## src/rtl/nor_erase_ctl.sv

```systemverilog
module nor_erase_ctl #(
  parameter int ADDR_W  = 11,
  parameter int DATA_W  = 16,
  parameter int DEPTH   = 16,
  parameter int PRE_CYC = 24,
  parameter int ERS_CYC = 40
) (
  input  logic              clk,
  input  logic              rst_n,
  input  logic              we,
  input  logic              re,
  input  logic [ADDR_W-1:0] addr,
  input  logic [DATA_W-1:0] wdata,
  output logic [DATA_W-1:0] rdata,
  output logic              ready
);
  localparam int IDX_W = $clog2(DEPTH);
  localparam int MAXC  = (PRE_CYC > ERS_CYC) ? PRE_CYC : ERS_CYC;
  localparam int CNT_W = $clog2(MAXC + 1);
  localparam logic [ADDR_W-1:0] A_HI = ADDR_W'(12'h555);
  localparam logic [ADDR_W-1:0] A_LO = ADDR_W'(12'h2AA);

  logic [2:0]        step;
  logic              busy, erase_ph, tog;
  logic [CNT_W-1:0]  cnt;
  logic [ADDR_W-1:0] exp_a;
  logic [7:0]        exp_d;
  logic [DATA_W-1:0] mem [DEPTH];

  always_comb begin
    unique case (step)
      3'd0:    begin exp_a = A_HI; exp_d = 8'hAA; end
      3'd1:    begin exp_a = A_LO; exp_d = 8'h55; end
      3'd2:    begin exp_a = A_HI; exp_d = 8'h80; end
      3'd3:    begin exp_a = A_HI; exp_d = 8'hAA; end
      3'd4:    begin exp_a = A_LO; exp_d = 8'h55; end
      default: begin exp_a = A_HI; exp_d = 8'h10; end
    endcase
  end

  wire hit = (addr == exp_a) && (wdata == {{(DATA_W-8){1'b0}}, exp_d});
  wire [CNT_W-1:0] ph_end = erase_ph ? CNT_W'(ERS_CYC - 1) : CNT_W'(PRE_CYC - 1);
  wire ph_done = busy && (cnt == ph_end);

  always_ff @(posedge clk or negedge rst_n) begin
    if (!rst_n) begin
      step     <= '0;
      busy     <= 1'b0;
      erase_ph <= 1'b0;
      cnt      <= '0;
      tog      <= 1'b0;
    end else if (busy) begin
      if (re) tog <= ~tog;
      if (ph_done) begin
        cnt      <= '0;
        erase_ph <= 1'b1;
        if (erase_ph) busy <= 1'b0;
      end else begin
        cnt <= cnt + 1'b1;
      end
    end else if (we) begin
      if (!hit) begin
        step <= '0;
      end else if (step == 3'd5) begin
        step     <= '0;
        busy     <= 1'b1;
        erase_ph <= 1'b0;
        cnt      <= '0;
        tog      <= 1'b0;
      end else begin
        step <= step + 1'b1;
      end
    end
  end

  always_ff @(posedge clk) begin
    if (ph_done)
      for (int i = 0; i < DEPTH; i++) mem[i] <= erase_ph ? {DATA_W{1'b1}} : {DATA_W{1'b0}};
  end

  logic [DATA_W-1:0] stat;
  always_comb begin
    stat    = '0;
    stat[6] = tog;
    stat[2] = tog;
  end

  assign rdata = busy ? stat : mem[addr[IDX_W-1:0]];
  assign ready = ~busy;
endmodule

```

## config.mk

```make
export PLATFORM = sky130hd
export DESIGN_NAME = nor_erase_ctl
export DESIGN_NICKNAME = d
export VERILOG_FILES = /design/src/rtl/nor_erase_ctl.sv
export SDC_FILE = /design/constraint.sdc
export NUM_CORES = 1
export LEC_CHECK = 0
export ABC_CLOCK_PERIOD_IN_PS = 2500
export BUFFER_PORTS_ARGS = -buffer_cell sky130_fd_sc_hd__buf_2
export CORE_ASPECT_RATIO = 1.5
export CORE_MARGIN = 4
export CORE_UTILIZATION = 43
export CTS_CLUSTER_DIAMETER = 60
export DETAILED_ROUTE_END_ITERATION = 8
export PLACE_DENSITY = 0.76
export SKIP_CTS_REPAIR_TIMING = 1
export SLEW_MARGIN = 0
export SYNTH_ARGS = -nofsm -noshare
export SYNTH_HDL_FRONTEND = slang
export SYNTH_SLANG_ARGS = --single-unit
```

## constraint.sdc

```tcl
create_clock -name clk -period 2.5 [get_ports clk]
set_input_delay 0.75 -clock clk [delete_from_list [all_inputs] [get_ports clk]]
set_output_delay 0.75 -clock clk [all_outputs]
set_load 0.02 [all_outputs]
```

==> flow_summary.yaml, run 1 <==
synthesis:
  avgSynthCellArea_um2: 8.837
  seq_area_frac_synth: 0.2920
  synthCells: 128
  syn_area_um2: 1131
  synth_common_cells: "buf_4, nand2_1, dfrtp_1"
  synthTopCellsByArea: "dfrtp_1, buf_4, nand2_1, xnor2_1, o22ai_1"
  yosysWarnings: 0
  syn_nets: 161
  yosysUniqueCellTypes: 50
  synthFlopType: "dfrtp_1"
  synth-edff-count: 1
  synth_seq_cells: 13
  yosys.area.top_type: "dfrtp_1"
  synthDominantCellAreaShare: 0.2655
  postSynth.asyncResetShare: 0.9231
cts:
  cts.path.max_buffers: 2
  h-tree-depth: 1
  cts.clk_slew.worst_paths_ns: 0.08
  clock_sinks: 13
  cts_tree: "done"
  insertion_delay_ns: 0.28
  cts_inserted_buffers: 3
  root_buffer: "clkbuf_4"
sta:
  finalHoldViolCount: 0
  timing.slew.headroom: 0.6303
  skew_ns: 0.007432
  setup_tns_ns: 0
  drv_slew: 0
  fin_crit_sh: 0.9648
  tightest_slew_ns: 0.5519
  rsz0062_at_grt: "false"
  finalCriticalPeriod_ns: 2.412
  setup_violations: 0
  fmax_ghz: 0.4146
power_and_ir_drop:
  p_leak_nw: 0.6087
  peakVddDrop_uv: 347.6
  fin_total_pwr_uw: 387.2
  power_per_cell_area_nw_per_um2: 283.4
critical_path:
  end_kind: "flop"
  arrival_ns: 2.56
  required_ns: 2.65
  cp_cell_sequence: "and2_4 -> ha_2 -> and2b_2 -> o311a_1 -> o22a_1 -> or3_4 -> o41ai_1 -> mux2i_1"
  startpoint_type: "flop"
  critPathMaxStageDelay_ns: 0.38
  worstPathMaxFanout: 3
  crit_type: "reg -> reg"
  slowest_stage: "dfrtp_1"
global_routing:
  track_usage: 0.1435
  grt_pass1_wl_um: 4098
  grt_pass1_vias: 1019
  antenna_found_initial: 0
  overflow: 0
  grt_max_degree: 16
routing:
  dr.pass1.iters: 4
  wl_per_cell_um: 13.78
  vias: 1049
  antenna_left: 0
  wl_um: 2618
  route.detailed.drc: 0
  drtIter0Drc: 15
  viasPerCell: 5.521
floorplanning:
  placementRows: 22
  initial_core_util: 0.4566
  core-area_um2: 2477
  die-area_um2: 3532
  design.portCount: 48
  die_w_um: 49.88
  die_height_um: 70.82
layout:
  drive_gt1_frac: 0.4518
  antenna_cells: 0
  ff_latch_area_um2: 330.3
  nets: 200
  multi_input_area_um2: 686.9
  area_growth_pct: 20.80
  fill_cells: 229
job:
  max_cap_viol_count: 0
min_path:
  hold_class: "in -> async"
placed_design:
  hpwlAfterDp_um: 2144
  place_congestion: 0.8360
  portBuffers: 47
status:
  status: "finished clean"
## power breakdown
group	total, mW	leakage [nW]	switching, mW	internal [mW]
logic	0.0460	0.448	0.0218	0.0243
clock network	0.129	0.0177	0.0699	0.0593
registers	0.212	0.143	0.000000000179	0.212
## critical path, delay by kind of cell, from the launching register on
family | cells | cell delay (ns)
AO/OA/AOI/OAI | 3 | 0.89
multiplexers | 1 | 0.12
AND/OR/NAND/NOR | 3 | 0.74
adder cells (fa/ha/maj) | 1 | 0.16
flip-flops | 1 | 0.38
## cells in the final DEF (no fill, tap or decap), drive strengths merged, types with 3 or more instances in the layout
master   n
nand3b   3
and2     3
xor2     3
nor2     7
nor3     4
xnor2    4
nor4     4
a31oi    4
nand4b   3
o41ai    3
o22ai    5
o21ai    3
inv      4
clkbuf   3
nand2   15
dfrtp   12
nand4    3
buf     52
## flip-flops by register name (all words and copies together) (netlist names)
register  count
erase_ph      1
busy          1
mem           1
step          3
tog           1
cnt           6
## final cells by class
type                            count  share of cell area
Multi-Input combinational cell     93              0.5027
Sequential cell                    13              0.2418
Timing Repair Buffer               52              0.2024
Tap cell                           24             0.02198
Clock buffer                        3             0.01648
Inverter                            4             0.01099
Clock inverter                      1            0.003663
## metrics by stage
step / std cells / setup slack, ns / utilization / hold slack (ns) / instance area, um^2
2_1_floorplan: 128 / 0.05195 / - / 0.4451 / 1136
3_3_place_gp: 186 / 0.03990 / 0.5253 / 0.4812 / 1301
3_5_place_dp: 186 / -0.09844 / 0.5253 / 0.4814 / 1301
4_1_cts: 190 / -0.05078 / 0.5364 / 0.3360 / 1329
5_1_grt: 190 / 0.001948 / 0.5515 / 0.3514 / 1366
6_report: 190 / 0.08797 / 0.5515 / 0.3367 / 1366
## per-layer routing
metal,global-route usage,vias up,wire [um],part of all wire
met2,0.2887,14,1579,0.60
met4,0.04615,0,25,0.0095
met5,0,-,0,0
met3,0.01474,5,46,0.018
li1,-,533,-,-
met1,0.1485,497,966,0.37
## logic make-up (layout without fill, tap and decap cells)
group                      after synthesis  count (layout)  synth area share
buffers and inverters                   22              60            0.1350
AOI/OAI and AO/OA                       23              23            0.1460
and+or+nand+nor                         58              58            0.3175
DFF                                     13              13            0.2920
xor gates and xnor gates                 7               7           0.06084
muxes                                    2               2           0.01770
adders and majority gates                3               3           0.03097
## worst paths after layout
| kind | slack, ns | end | startpoint | cells after the start |
|---|---|---|---|---|
| worst min-delay path | 0.34 | cnt[2] | rst_n | 1 |
| min in group clk | 0.50 | tog | tog | 1 |
| worst min register to register | 0.50 | tog | tog | 1 |
| worst max register to register | 0.09 | tog | step[1] | 8 |
| max in group asynchronous | 1.94 | erase_ph | rst_n | 1 |
| worst max-delay path | 0.09 | tog | step[1] | 8 |
Power figures use the tool's default switching activity.
==> inputs of run 2 (changes only) <==
Settings changed: BUFFER_PORTS_ARGS -buffer_cell sky130_fd_sc_hd__buf_2 to not set, CORE_UTILIZATION 43 to 56, DONT_BUFFER_PORTS set to 1, PLACE_DENSITY 0.76 to 0.74.
==> run 2 against run 1 <==
  * Die area decreased by 20%
  * Sequential share of layout area is 3.2 points higher
  * Combinational power fell by 67%
  * Critical path depth is 1 higher
  * Clock skew is 0.0058 ns lower
  * Via count shrank 14%
  * Wire length decreased by 9.2%
  * Largest power group unchanged
  * Highest routed layer unchanged
==> flow_summary.yaml, run 2 (synthesis gave the netlist of run 1 again) <==
layout:
  top_register: "cnt"
  drive_gt1_frac: 0.2419
  layout_commonest_cell: "nand2_1"
  nets: 158
  ff_latch_area_um2: 330.3
  antenna_cells: 0
  largest_register_ffs: 6
  fill_cells: 160
  reg_top3: "cnt: 6 flops, step: 3 flops"
  design_area_um2: 1205
  layout_common_cells: "nand2_1, dfrtp_1, nor2_1, buf_4"
  area_growth_pct: 6.527
  multi_input_area_um2: 701.9
  final_util: 0.6416
sta:
  whs_ns: 0.1495
  finalHoldViolCount: 0
  tightest_slew_ns: 0.6506
  worst_slack_ns: 0.09036
  setup_violations: 0
  drv_slew: 0
  timing.slew.headroom: 0.5642
  finalCriticalPeriod_ns: 2.410
  fin_crit_sh: 0.9639
  skew_ns: 0.001676
  fmax_ghz: 0.4150
critical_path:
  crit_type: "reg -> reg"
  critPathMaxStageDelay_ns: 0.39
  reg2reg_from: "step[1]"
  required_ns: 2.67
  cp_cell_sequence: "and2_4 -> ha_4 -> and2b_2 -> o311a_1 -> o22a_1 -> or3_4 -> nor4_4 -> buf_6 -> o22ai_1"
  worstPathMaxFanout: 7
  timing.rr.end: "cnt[5]"
  regToRegSetupSlack_ns: 0.09
  end_kind: "flop"
  startpoint_type: "flop"
  slowest_stage: "dfrtp_1"
  arrival_ns: 2.58
  ff2ff_path_depth: 9
floorplanning:
  placementRows: 19
  die_w_um: 44.70
  core-area_um2: 1878
  design.portCount: 48
  die_height_um: 63.05
  die-area_um2: 2818
  initial_core_util: 0.6023
placed_design:
  dpl_worst_slack_ns: -0.02760
  hpwlAfterDp_um: 1856
  postPlaceCellArea_um2: 1115
  place_congestion: 0.8137
  portBuffers: 0
cts:
  h-tree-depth: 1
  cts.path.max_buffers: 2
  root_buffer: "clkbuf_4"
  insertion_delay_ns: 0.28
  cts_tree: "done"
  clock_sinks: 13
  cts.clk_slew.worst_paths_ns: 0.08
  cts_inserted_buffers: 3
routing:
  wl_per_cell_um: 16.40
  antenna_left: 0
  dr.pass1.iters: 4
  wl_um: 2378
  route.detailed.drc: 0
  drtIter0Drc: 15
  viasPerCell: 6.248
  vias: 906
global_routing:
  grt_pass1_vias: 895
  track_usage: 0.1794
  grt_max_degree: 14
  overflow: 0
  grt_pass1_wl_um: 3822
  antenna_found_initial: 0
power_and_ir_drop:
  power_per_cell_area_nw_per_um2: 298.2
  peakVddDrop_uv: 291.1
  p_leak_nw: 0.4918
job:
  max_cap_viol_count: 0
status:
  status: "finished clean"
min_path:
  hold_class: "in -> async"
run 2: power breakdown:
part	total, mW	switching, mW	internal [mW]
sequential	0.212	0.000000000137	0.212
combinational	0.0152	0.00665	0.00854
clock	0.132	0.0725	0.0595
total	0.359	0.0791	0.280
run 2: area by class of cell:
class,count,share of cell area
Inverter,4,0.01246
Tap cell,21,0.02181
Sequential cell,13,0.2741
Multi-Input combinational cell,93,0.5826
Clock inverter,1,0.004154
Clock buffer,3,0.01869
Timing Repair Buffer,10,0.08619
run 2: worst max-delay path by stage:
| stage | from | to | slack (ns) | depth (start not counted) |
|---|---|---|---|---|
| global route | step[1] | erase_ph | -0.0007 | 8 |
| finish | step[1] | cnt[5] | 0.09 | 9 |
| global placement | step[1] | tog | 0.02 | 8 |
| floorplan | step[0] | cnt[2] | 0.05 | 9 |
| detailed placement | step[1] | tog | -0.03 | 8 |
| CTS | step[1] | tog | -0.05 | 8 |
run 2: layer usage:
metal,GRT usage,wire (um)
met1,0.1968,867
met4,0.08302,58
met5,0,0
met3,0.05187,121
met2,0.3022,1330
run 2: per-stage QoR:
stage,power [mW],TNS (ns),instances
2_1_floorplan,0.2284,0,128
3_3_place_gp,0.2304,0,139
3_5_place_dp,0.2310,-0.04925,139
4_1_cts,0.3620,-0.1188,143
5_1_grt,0.3746,-0.0007103,145
6_report,0.3593,0,145
run 2: worst max-delay path, delay by kind of cell (launching register included):
family	cells	cell delay, ns
compound gates	3	0.58
flops	1	0.39
simple gates	4	1.02
buf+inv	1	0.17
fa+ha+maj	1	0.15
==> inputs of run 3 (changes only) <==
Settings changed: ABC_AREA set to 1, CTS_BUF_LIST set to sky130_fd_sc_hd__clkbuf_16.
==> run 3 against run 2 <==
  * Global-route usage shrank 1.3 points
  * Largest cell class unchanged
  * Final area rose by 4.2%
  * Critical path depth shrank 6
  * Sequential cell count stayed put
  * Die area is 6.0% higher
  * Combinational power grew to 3.6 times the previous value
  * Sequential power grew 5%
  * Synthesized cell count is 40% higher
  * Wire length is 2.5% higher
  * Worst setup slack better by 0.20 ns
  * First-iteration DRC count is 47% higher
==> flow_summary.yaml, run 3 <==
global_routing:
  grt_pass1_vias: 1023
  overflow: 0
  track_usage: 0.1668
  antenna_found_initial: 0
  grt_max_degree: 13
  grt_pass1_wl_um: 3864
synthesis:
  synthCells: 179
  syn_nets: 212
  synthFlopType: "dfrtp_1"
  synthTopCellsByArea: "dfrtp_1, nand2_1, nand3_1, buf_4, inv_1"
  synth-edff-count: 1
  yosys.area.top_type: "dfrtp_1"
  yosysUniqueCellTypes: 26
  seq_area_frac_synth: 0.2727
  synth.most_common_cell: "nand2_1"
  avgSynthCellArea_um2: 6.766
  synth_common_cells: "nand2_1, inv_1, nand3_1"
  yosysWarnings: 0
  synth_seq_cells: 13
  syn_area_um2: 1211
  postSynth.asyncResetShare: 0.9231
  synthDominantCellAreaShare: 0.2479
critical_path:
  crit_type: "reg -> out"
  required_ns: 1.75
  startpoint_type: "flop"
  end_kind: "primary output"
  arrival_ns: 1.46
  worstPathMaxFanout: 7
layout:
  fill_cells: 190
  reg_top3: "cnt: 6 flops, step: 3 flops"
  layout_common_cells: "nand2_1, inv_1, nand3_1"
  ff_latch_area_um2: 330.3
  antenna_cells: 0
  top_register: "cnt"
  largest_register_ffs: 6
  nets: 205
  area_growth_pct: 3.615
  layout_commonest_cell: "nand2_1"
  multi_input_area_um2: 674.4
  final_util: 0.6116
  design_area_um2: 1255
  drive_gt1_frac: 0.1754
power_and_ir_drop:
  p_leak_nw: 0.6554
  peakVddDrop_uv: 439.4
  power_per_cell_area_nw_per_um2: 455.6
cts:
  cts.path.max_buffers: 2
  insertion_delay_ns: 0.24
  h-tree-depth: 1
  clock_sinks: 13
  cts_inserted_buffers: 3
  cts_tree: "done"
  cts.clk_slew.worst_paths_ns: 0.04
  root_buffer: "clkbuf_16"
routing:
  drtIter0Drc: 22
  wl_per_cell_um: 12.63
  antenna_left: 0
  vias: 1049
  viasPerCell: 5.435
  dr.pass1.iters: 4
  route.detailed.drc: 0
  wl_um: 2437
sta:
  drv_slew: 0
  fin_crit_sh: 0.8821
  skew_ns: 0.003056
  tightest_slew_ns: 0.3679
  finalHoldViolCount: 0
  setup_tns_ns: 0
  rsz0062_at_grt: "false"
  finalCriticalPeriod_ns: 2.205
  fmax_ghz: 0.4535
  timing.slew.headroom: 0.7541
  setup_violations: 0
  worst_slack_ns: 0.2947
placed_design:
  postPlaceCellArea_um2: 1176
  portBuffers: 0
  hpwlAfterDp_um: 2018
  place_congestion: 0.7876
  dpl_worst_slack_ns: 0.5521
floorplanning:
  core-area_um2: 2052
  die-area_um2: 2986
  die_w_um: 45.97
  initial_core_util: 0.5902
  design.portCount: 48
  placementRows: 20
  die_height_um: 64.96
job:
  max_cap_viol_count: 0
min_path:
  hold_class: "in -> async"
status:
  status: "finished clean"
-- run 3: path summary, 6_finish.rpt --
| kind | from | to | slack, ns | cells past startpoint |
|---|---|---|---|---|
| min in group clk | erase_ph | mem[15][14] | 0.48 | 0 |
| worst min register to register | erase_ph | mem[15][14] | 0.48 | 0 |
| worst max-delay path | busy | rdata[2] | 0.29 | 3 |
| max in group asynchronous | rst_n | step[2] | 2.23 | 0 |
| worst min-delay path | rst_n | erase_ph | 0.20 | 0 |
| worst max register to register | step[0] | cnt[1] | 0.69 | 12 |
-- run 3: per-stage QoR --
stage	hold slack (ns)	power, mW	std cells
2_1_floorplan	0.4469	0.2703	179
3_5_place_dp	0.4547	0.2798	189
3_3_place_gp	0.4547	0.2757	189
6_report	0.2014	0.5717	193
5_1_grt	0.1940	0.5933	193
4_1_cts	0.1998	0.5780	193
-- run 3: worst max-delay path, stage by stage (launching register included) --
cell      delay, ns
dfrtp_1        0.46
nor2_4         0.36
o21bai_1       0.18
buf_4          0.21
-- run 3: cell families after synthesis --
kind of cell    synth area share
buf+inv                   0.1766
flops                     0.2727
fa+ha+maj                0.02066
compound gates           0.04546
xor+xnor                 0.01447
simple gates              0.4700
-- run 3: final cells by class --
| type | count | share of cell area |
|---|---|---|
| multi-input combinational | 124 | 0.5374 |
| sequential | 13 | 0.2632 |
| inverter | 27 | 0.08076 |
| clock buffer | 3 | 0.05982 |
| timing repair buffer | 3 | 0.03390 |
| tap | 22 | 0.02193 |
| clock inverter | 1 | 0.002991 |
-- run 3: power breakdown --
group | internal [mW] | switching, mW
Clock | 0.211 | 0.0847
Sequential | 0.217 | 0.00506
Combinational | 0.0207 | 0.0337
Total | 0.448 | 0.123
-- run 3: metal layers --
metal,GRT usage,up-vias,wire length [um]
met5,0,-,0
met4,0.04270,0,5
met3,0.02778,2,201
met2,0.3276,40,1399
met1,0.1652,480,831
li1,-,527,-
